**config.mk**
```make
export PLATFORM = sky130hd
export DESIGN_NAME = aux_xact_engine
export DESIGN_NICKNAME = d
export VERILOG_FILES = /design/src/rtl/aux_xact_pkg.sv /design/src/rtl/aux_hdr_pack.sv /design/src/rtl/aux_req_check.sv /design/src/rtl/aux_rply_map.sv /design/src/rtl/aux_xact_engine.sv
export SDC_FILE = /design/constraint.sdc
export NUM_CORES = 1
export LEC_CHECK = 0
export BUFFER_PORTS_ARGS = -buffer_cell sky130_fd_sc_hd__buf_2
export CAP_MARGIN = 20
export CORE_ASPECT_RATIO = 0.6
export CORE_MARGIN = 1.5
export CORE_UTILIZATION = 55
export CTS_CLUSTER_DIAMETER = 50
export DETAILED_ROUTE_END_ITERATION = 12
export GPL_TIMING_DRIVEN = 0
export PLACE_DENSITY = 0.92
export SLEW_MARGIN = 20
export SYNTH_ARGS = -nofsm -noshare
export SYNTH_HDL_FRONTEND = slang
export SYNTH_SLANG_ARGS = --single-unit
```
**constraint.sdc**
```tcl
create_clock -name clk -period 3.75 [get_ports clk]
set_clock_uncertainty 0.05 [all_clocks]
set_input_delay 0.375 -clock clk [delete_from_list [all_inputs] [get_ports clk]]
set_output_delay 0.375 -clock clk [all_outputs]
set_load 0.05 [all_outputs]
```
**src/rtl/aux_xact_pkg.sv**
```systemverilog
package aux_xact_pkg;
  localparam int AUX_ADDR_W   = 20;
  localparam int AUX_CODE_W   = 4;
  localparam int AUX_HDR_B    = 4;
  localparam int AUX_BARE_SZ  = 3;
  localparam int AUX_MOT_BIT  = 2;

  typedef enum logic [2:0] {
    RES_OK      = 3'd0,
    RES_TIMEOUT = 3'd1,
    RES_FLAGS   = 3'd2,
    RES_IOERR   = 3'd3,
    RES_TOOBIG  = 3'd4,
    RES_BADREQ  = 3'd5
  } res_kind_e;

  typedef enum logic [2:0] {
    ST_IDLE, ST_HDR, ST_PAY, ST_WAIT, ST_DONE
  } xact_st_e;
endpackage

```
**src/rtl/aux_hdr_pack.sv**
```systemverilog
module aux_hdr_pack
  import aux_xact_pkg::*;
#(
  parameter int LEN_W = 5
) (
  input  logic [AUX_ADDR_W-1:0] addr,
  input  logic [AUX_CODE_W-1:0] code,
  input  logic [LEN_W-1:0]      len,
  input  logic                  is_read,
  output logic [AUX_HDR_B-1:0][7:0] hdr
);
  logic [LEN_W:0] total;
  logic [3:0]     lo_nib, hi_nib;

  always_comb begin
    total  = (LEN_W+1)'(AUX_HDR_B) + (is_read ? '0 : {1'b0, len});
    lo_nib = (len == '0) ? 4'd0 : 4'(len - 1'b1);
    hi_nib = (len == '0) ? 4'(AUX_BARE_SZ) : total[3:0];
    hdr[0] = addr[7:0];
    hdr[1] = addr[15:8];
    hdr[2] = {code, addr[19:16]};
    hdr[3] = {hi_nib, lo_nib};
  end
endmodule

```
**src/rtl/aux_req_check.sv**
```systemverilog
module aux_req_check
  import aux_xact_pkg::*;
#(
  parameter int LEN_W   = 5,
  parameter int MAX_LEN = 16
) (
  input  logic [AUX_CODE_W-1:0] code,
  input  logic [LEN_W-1:0]      len,
  output logic                  is_read,
  output res_kind_e             verdict
);
  logic [AUX_CODE_W-1:0] base;

  always_comb begin
    base = code;
    base[AUX_MOT_BIT] = 1'b0;
    is_read = code[0];
    if (int'(len) > MAX_LEN)
      verdict = RES_TOOBIG;
    else if (base == 4'h0 || base == 4'h1 || base == 4'h8 || base == 4'h9)
      verdict = RES_OK;
    else
      verdict = RES_BADREQ;
  end
endmodule

```
**src/rtl/aux_rply_map.sv**
```systemverilog
module aux_rply_map
  import aux_xact_pkg::*;
(
  input  logic [1:0] status,
  input  logic [3:0] reply_hi,
  output res_kind_e  kind,
  output logic [3:0] code
);
  always_comb begin
    unique case (status)
      2'd1:    kind = RES_TIMEOUT;
      2'd2:    kind = RES_FLAGS;
      2'd3:    kind = RES_IOERR;
      default: kind = RES_OK;
    endcase
    code = (status == 2'd0) ? reply_hi : 4'd0;
  end
endmodule

```
**src/rtl/aux_xact_engine.sv**
```systemverilog
module aux_xact_engine
  import aux_xact_pkg::*;
#(
  parameter  int MAX_LEN = 16,
  localparam int LEN_W   = $clog2(MAX_LEN + 1)
) (
  input  logic                  clk,
  input  logic                  rst_n,
  input  logic                  req_valid,
  output logic                  req_ready,
  input  logic [AUX_ADDR_W-1:0] req_addr,
  input  logic [AUX_CODE_W-1:0] req_code,
  input  logic [LEN_W-1:0]      req_len,
  input  logic                  pl_valid,
  output logic                  pl_ready,
  input  logic [7:0]            pl_data,
  output logic                  tx_valid,
  input  logic                  tx_ready,
  output logic [7:0]            tx_data,
  output logic                  tx_last,
  input  logic                  rx_valid,
  output logic                  rx_ready,
  input  logic [7:0]            rx_data,
  output logic                  dat_valid,
  input  logic                  dat_ready,
  output logic [7:0]            dat_data,
  input  logic                  rply_valid,
  input  logic [1:0]            rply_status,
  input  logic [7:0]            rply_byte,
  output logic                  busy,
  output logic                  done_valid,
  output logic [2:0]            done_kind,
  output logic [LEN_W-1:0]      done_count,
  output logic [3:0]            done_reply
);
  localparam int IDX_W = $clog2(AUX_HDR_B);

  xact_st_e               st;
  logic [AUX_ADDR_W-1:0]  addr_q;
  logic [AUX_CODE_W-1:0]  code_q;
  logic [LEN_W-1:0]       len_q, cnt;
  logic                   rd_q;
  logic [IDX_W-1:0]       idx;
  res_kind_e              kind_q;
  logic [LEN_W-1:0]       count_q;
  logic [3:0]             reply_q;

  logic                   chk_read;
  res_kind_e              chk_verdict, map_kind;
  logic [3:0]             map_code;
  logic [AUX_HDR_B-1:0][7:0] hdr;
  logic                   has_pay, hdr_end, pay_end, fwd_ok;
  logic                   unused_rply_lo;

  assign unused_rply_lo = ^rply_byte[3:0];

  aux_req_check #(.LEN_W(LEN_W), .MAX_LEN(MAX_LEN)) u_check (
    .code(req_code), .len(req_len), .is_read(chk_read), .verdict(chk_verdict)
  );

  aux_hdr_pack #(.LEN_W(LEN_W)) u_hdr (
    .addr(addr_q), .code(code_q), .len(len_q), .is_read(rd_q), .hdr(hdr)
  );

  aux_rply_map u_map (
    .status(rply_status), .reply_hi(rply_byte[7:4]), .kind(map_kind), .code(map_code)
  );

  always_comb begin
    has_pay   = !rd_q && (len_q != '0);
    hdr_end   = (idx == IDX_W'(AUX_HDR_B - 1));
    pay_end   = (cnt == LEN_W'(len_q - 1'b1));
    fwd_ok    = (st == ST_WAIT) && rd_q && (cnt < len_q);
    req_ready = (st == ST_IDLE);
    busy      = (st != ST_IDLE);
    tx_valid  = (st == ST_HDR) || ((st == ST_PAY) && pl_valid);
    tx_data   = (st == ST_HDR) ? hdr[idx] : pl_data;
    tx_last   = ((st == ST_HDR) && hdr_end && !has_pay) || ((st == ST_PAY) && pay_end);
    pl_ready  = (st == ST_PAY) && tx_ready;
    dat_valid = fwd_ok && rx_valid;
    dat_data  = rx_data;
    rx_ready  = (st == ST_WAIT) && (fwd_ok ? dat_ready : 1'b1);
    done_valid = (st == ST_DONE);
    done_kind  = kind_q;
    done_count = count_q;
    done_reply = reply_q;
  end

  always_ff @(posedge clk) begin
    if (!rst_n) begin
      st      <= ST_IDLE;
      addr_q  <= '0;
      code_q  <= '0;
      len_q   <= '0;
      rd_q    <= 1'b0;
      idx     <= '0;
      cnt     <= '0;
      kind_q  <= RES_OK;
      count_q <= '0;
      reply_q <= '0;
    end else begin
      unique case (st)
        ST_IDLE: if (req_valid) begin
          addr_q <= req_addr;
          code_q <= req_code;
          len_q  <= req_len;
          rd_q   <= chk_read;
          idx    <= '0;
          cnt    <= '0;
          if (chk_verdict != RES_OK) begin
            kind_q  <= chk_verdict;
            count_q <= '0;
            reply_q <= '0;
            st      <= ST_DONE;
          end else begin
            st <= ST_HDR;
          end
        end
        ST_HDR: if (tx_ready) begin
          idx <= idx + 1'b1;
          if (hdr_end) st <= has_pay ? ST_PAY : ST_WAIT;
        end
        ST_PAY: if (pl_valid && tx_ready) begin
          if (pay_end) begin
            cnt <= '0;
            st  <= ST_WAIT;
          end else begin
            cnt <= cnt + 1'b1;
          end
        end
        ST_WAIT: begin
          if (dat_valid && dat_ready) cnt <= cnt + 1'b1;
          if (rply_valid) begin
            kind_q  <= map_kind;
            reply_q <= map_code;
            count_q <= (map_kind != RES_OK) ? '0 : (rd_q ? cnt : len_q);
            st      <= ST_DONE;
          end
        end
        default: st <= ST_IDLE;
      endcase
    end
  end
endmodule

```
Word-level counts from Yosys, hierarchy flattened:

Index checks and enable logic that the tools add are counted.

* register bits: 52
* bits of input ports: 63

* multiplexer cells: 42
* $lt $le $gt $ge: 3
* equal/unequal tests: 20
* add/sub/neg operators: 4
* reductions and logical operators: 35

Operators with widths (count)
* $mux 5: 9
* $mux 3: 12
* $mux 4: 7
* $bmux 8 s2: 1
* $mux 8: 2
* $pmux 5 s3: 1
* $logic_and 1x1->1: 12
* $pmux 3 s4: 1
* $reduce_bool 3->1: 4
* $ne 2x2->1 const B: 5
* $pmux 5 s2: 1
* $eq 3x3->1 const B: 3
* $pmux 4 s2: 1
* $reduce_and 4->1: 2
* $eq 2x2->1 const B: 3
* $eq 3x1->1 const B: 2
* $eq 3x2->1 const B: 2
* $logic_not 3->1: 2
* $ne 2x1->1 const B: 3
* $pmux 2 s3: 1
* $pmux 3 s2: 1
* $reduce_and 6->1: 1
* $add 5x1->5 const B: 1
* $eq 5x5->1: 1
* other kinds (18): 26

Logic depth before layout (Yosys ltp):

* word-level depth: 10
* gate-level depth with buffers: 8
* depth with buffers taken out: 7

By module:

From an unflattened synthesis, not the netlist that was laid out.

* cell total of the unflattened synthesis: 407
* area total of the unflattened synthesis: 3321.9 sq um

Modules (own cells, without submodules)
* aux_xact_engine: times used 1, area an instance 2924.1 sq um, cells an instance 348
* aux_hdr_pack: times used 1, area an instance 301.5 sq um, cells an instance 45
* aux_rply_map: times used 1, area an instance 48.8 sq um, cells an instance 8
* aux_req_check: times used 1, area an instance 47.5 sq um, cells an instance 6

Worst setup path after synthesis:

Ideal clock, no wire load.

* kind: register to output
* start: register st[2]
* end: output tx_last
* path buffers: 1
* arrival time: 2.179 ns
* data required time: 3.325 ns
* cell stages (with the launch flop): 6
* slack: 1.146 ns
* cell sequence: dfxtp_1 > nand2b_1 > nor2_1 > buf_2 > nand2_1 > o21ai_0

* word-level cells in the longest chain between the ends: 4
* elaborated cells between the ends (all ways): 6
* those cells by class: 2 x eq/ne; 4 x reduce/logical

RTL lines
* start: declaration: RTL line aux_xact_engine.sv:38 `xact_st_e st;`
* start signal: assignment: RTL line aux_xact_engine.sv:121 `if (hdr_end) st <= has_pay ? ST_PAY : ST_WAIT;`
* $eq 3x1->1: RTL line aux_xact_engine.sv:78 `tx_last = ((st == ST_HDR) && hdr_end && !has_pay) || ((st == ST_PAY) && pay_end);`
* $logic_and 1x1->1 (2 in series): RTL line aux_xact_engine.sv:78
* $logic_or 1x1->1 (*): RTL line aux_xact_engine.sv:78
* end: declaration: RTL line aux_xact_engine.sv:20 `output logic tx_last,`

Mark *: on every way between the ends. The rest lies on a longest branch, timed or not.

Worst setup path after layout:

* start: register len_q[1]
* end: output tx_data[1]

* word-level cells in the longest chain between the ends: 5
* elaborated cells between the ends (all ways): 6
* those cells by class: 1 x add/sub; 4 x mux; 1 x reduce/logical

RTL lines
* start: declaration: RTL line aux_xact_engine.sv:41 `logic [LEN_W-1:0] len_q, cnt;`
* start signal: assignment: RTL line aux_xact_engine.sv:106 `len_q <= req_len;`
* $sub 5x1->5 / $logic_not 5->1 (equally long branches): RTL line aux_hdr_pack.sv:17 `lo_nib = (len == '0) ? 4'd0 : 4'(len - 1'b1);`
* $mux 4 (*): RTL line aux_hdr_pack.sv:17
* $bmux 8 s2 (*): RTL line aux_xact_engine.sv:77 `tx_data = (st == ST_HDR) ? hdr[idx] : pl_data;`
* $mux 8 (implied by the code) (*): RTL line aux_xact_engine.sv:77
* $mux 8 (*): RTL line aux_xact_engine.sv:77
* end: declaration: RTL line aux_xact_engine.sv:19 `output logic [7:0] tx_data,`

Mark *: on every way between the ends. The rest lies on a longest branch, timed or not. The select of a mux whose other input is x is not followed.

==> impl_metrics.toml <==
[final_layout]
layout_commonest_cell = "buf_2"
nNetsFinal = 519
syn_to_final_growth_pct = 20.08
antennaDiodeCount = 0
final_util_pct = 69.29
final_cell_mix = "buf_2, nand2_1, dfxtp_1, a21boi_0, nand3_1"
drive_gt1_share_pct = 28.95

[cts]
ctsHoldBuffers = 0
cts_sinks = 51
htreeDepth = 2
cts_buffers = 5
clkTransAtPathRegs_ns = 0.09
clk_latency_ns = 0.31
cts_tree = "done"
root_buffer = "clkbuf_8"
cts.repair.resized = 0
clock_path_buffers = 2
cts_setup_buffers = 0

[floorplanning]
die_area_um2 = 5846
initial_core_util_pct = 57.71
die_w_um = 97.72
io_pins = 99
die_y_um = 59.83
num_rows = 20
core-area_um2 = 5130

[power]
power.density_nw_per_um2 = 373.1
switchingPower_w = 0.0004745
leakage_nw = 1.542
pwr-share-clk_pct = 23.7
seqPwrFrac_pct = 45.5
ir_drop_uv = 276.5
switching_share_pct = 35.78
combinationalPowerShare_pct = 30.8
p_int_w = 0.0008516

[timing]
rsz0062_at_grt = "false"
finalCriticalPeriod_ns = 2.985
maxSlewHeadroom_pct = 45.66
fmax_mhz = 335.0
finalMaxSlewViolations = 0
setup_viol = 0
period_share_pct = 79.59
setup-tns-final_ns = 0
final-hold-violation-count = 0
worstMarginPinSlew_ns = 0.8046

[grt]
grtUsageTotal_pct = 26.79
grt_first_pass_wirelength_um = 12250
grt_antenna_before_repair = 0
grt-ovfl-total = 0
grt_pass1_vias = 2628
grt_max_degree = 15

[placed_design]
io_buffers = 86
place.gp.congestion = 0.9250
dp_hpwl_um = 6019

[synth]
syn_area_um2 = 2960
ys_warn_count = 0
syn_nets = 426
seq_area_frac_synth_pct = 34.49
synth_cell_types = 55
synth_top_cell_area_share_pct = 34.49
synth-edff-count = 0
synth-seq-cells = 51
synth_top_area_cell = "dfxtp_1"
synthArstFlopShare_pct = 0
syn_area_per_cell_um2 = 8.339
netlist_instances = 355
synth_flop_cell = "dfxtp_1"
synth.top_cells.by_area = "dfxtp_1, nand2_1, a21boi_0, mux4_2, ha_1"

[routing]
drtPass1Iterations = 5
route.detailed.drc = 0
wl_per_cell_um = 15.04
wl_um = 7746
post_drt_via_cell_ratio = 5.674
initialDrtViolationCount = 222
vias = 2922
ant_nets = 0

[worst_hold_path]
min-delay-start = "req_addr[4]"
hold_path_class = "in2reg"

[run]
drv_cap = 0

[worst_setup_path]
cp_slowest_cell = "mux4_2"
worstPathCellList = "inv_1, ha_1, nor4b_4, nor2_1, mux4_2, mux2_4, buf_2"
slowest_delay_ns = 0.49
critPathLaunchType = "flip-flop"
reg2reg_from = "len_q[3]$_SDFFE_PN0P_"
critPathLaunch = "len_q[1]$_SDFFE_PN0P_"
path_class = "reg2out"
r2r_slack_ns = 1.30
path_buf_inv = 2
cp.required_ns = 3.32
worst-path-max-fanout = 7
critPathCaptureType = "output port"
path_delay_family = "multiplexers"
crit_arrival_ns = 2.56

[run_status]
status = "complete, no violations"
cell usage after synthesis (2+ instances only):
cell,n
ha_1,8
and3_1,4
buf_2,8
o21a_1,5
nand3_1,17
a21oi_1,8
o21ai_0,11
dfxtp_1,51
nor3_1,2
clkbuf_1,13
a31oi_1,2
or3_1,5
inv_1,8
mux2_2,4
a21boi_1,7
nand3b_1,3
nor2b_1,3
a21boi_0,34
buf_4,10
mux4_2,6
nand2b_1,6
xor2_1,3
xnor2_1,3
nor2_1,13
mux2i_1,3
o221ai_1,2
o211ai_1,4
a32oi_1,2
mux2_4,3
nand2_1,81
nor3_2,2
registers in the layout (all words and copies together) (netlist names):
name        cells
idx             2
done_kind       3
cnt             5
st              3
done_count      5
done_reply      4
len_q           5
addr_q         20
code_q          4
worst register-to-register path, cell delays in order (launching register included):
cell,delay [ns]
dfxtp_1,0.31
buf_2,0.23
inv_1,0.09
ha_1,0.32
a21o_1,0.21
a211oi_2,0.41
a41oi_1,0.25
or3_1,0.39
a21oi_1,0.14
cell type report:
| type | instances | area, um2 |
|---|---|---|
| fillers | 401 | 1575 |
| clock inverters | 1 | 5.005 |
| inverters | 9 | 33.78 |
| multi-input cells | 263 | 1730 |
| plain buffers | 32 | 175.2 |
| repair buffers | 86 | 430.4 |
| well taps | 66 | 82.58 |
| clock buffers | 7 | 76.32 |
| flip-flops and latches | 51 | 1021 |
layer usage:
metal	share of wire [%]	GRT usage [%]	up-vias	routed length (um)
li1	-	-	1423	-
met1	46	36.25	1337	3576
met2	42	41.96	153	3261
met3	11	7.836	9	831
met4	0.98	8.367	0	76
met5	0	0	-	0
cells by family (layout without fill, tap and decap cells):
group | after synthesis | in the layout | share of synthesized area (%)
AND/OR/NAND/NOR | 143 | 143 | 22.78
AO/OA/AOI/OAI | 90 | 90 | 21.89
flip-flops | 51 | 51 | 34.49
buffers and inverters | 41 | 135 | 7.058
multiplexers | 16 | 16 | 8.622
adder cells (fa/ha/maj) | 8 | 8 | 3.381
XOR/XNOR | 6 | 6 | 1.775
power groups by stage:
stage	sequential (W)	clock, W	combinational [W]
after floorplan	0.000612	0	0.000292
after global placement	0.000612	0	0.000395
after detailed placement	0.000614	0	0.000404
after CTS	0.000601	0.000314	0.000405
after global routing	0.000606	0.000334	0.000442
final	0.000603	0.000314	0.000409
per-stage QoR:
stage                     hold slack, ns  setup WS (ns)  cells  cell area, um2  total power [W]
after floorplan                   0.3902          1.146    355            2960        0.0009044
after global placement            0.3853          1.178    507            3473         0.001007
after detailed placement          0.3884          1.151    507            3473         0.001018
after CTS                         0.2551         0.8032    515            3555         0.001320
after global routing              0.2589         0.6508    515            3555         0.001383
final                             0.2535         0.7654    515            3555         0.001326
worst paths after layout:
path                                                   end  depth (start not counted)
worst min register to register  done_reply[0]$_SDFFE_PN0P_                          2
worst min-delay path                addr_q[4]$_SDFFE_PN0P_                          3
worst max register to register         cnt[4]$_SDFFE_PN0P_                          8
worst max-delay path                            tx_data[1]                          7
Power figures use the tool's default switching activity.
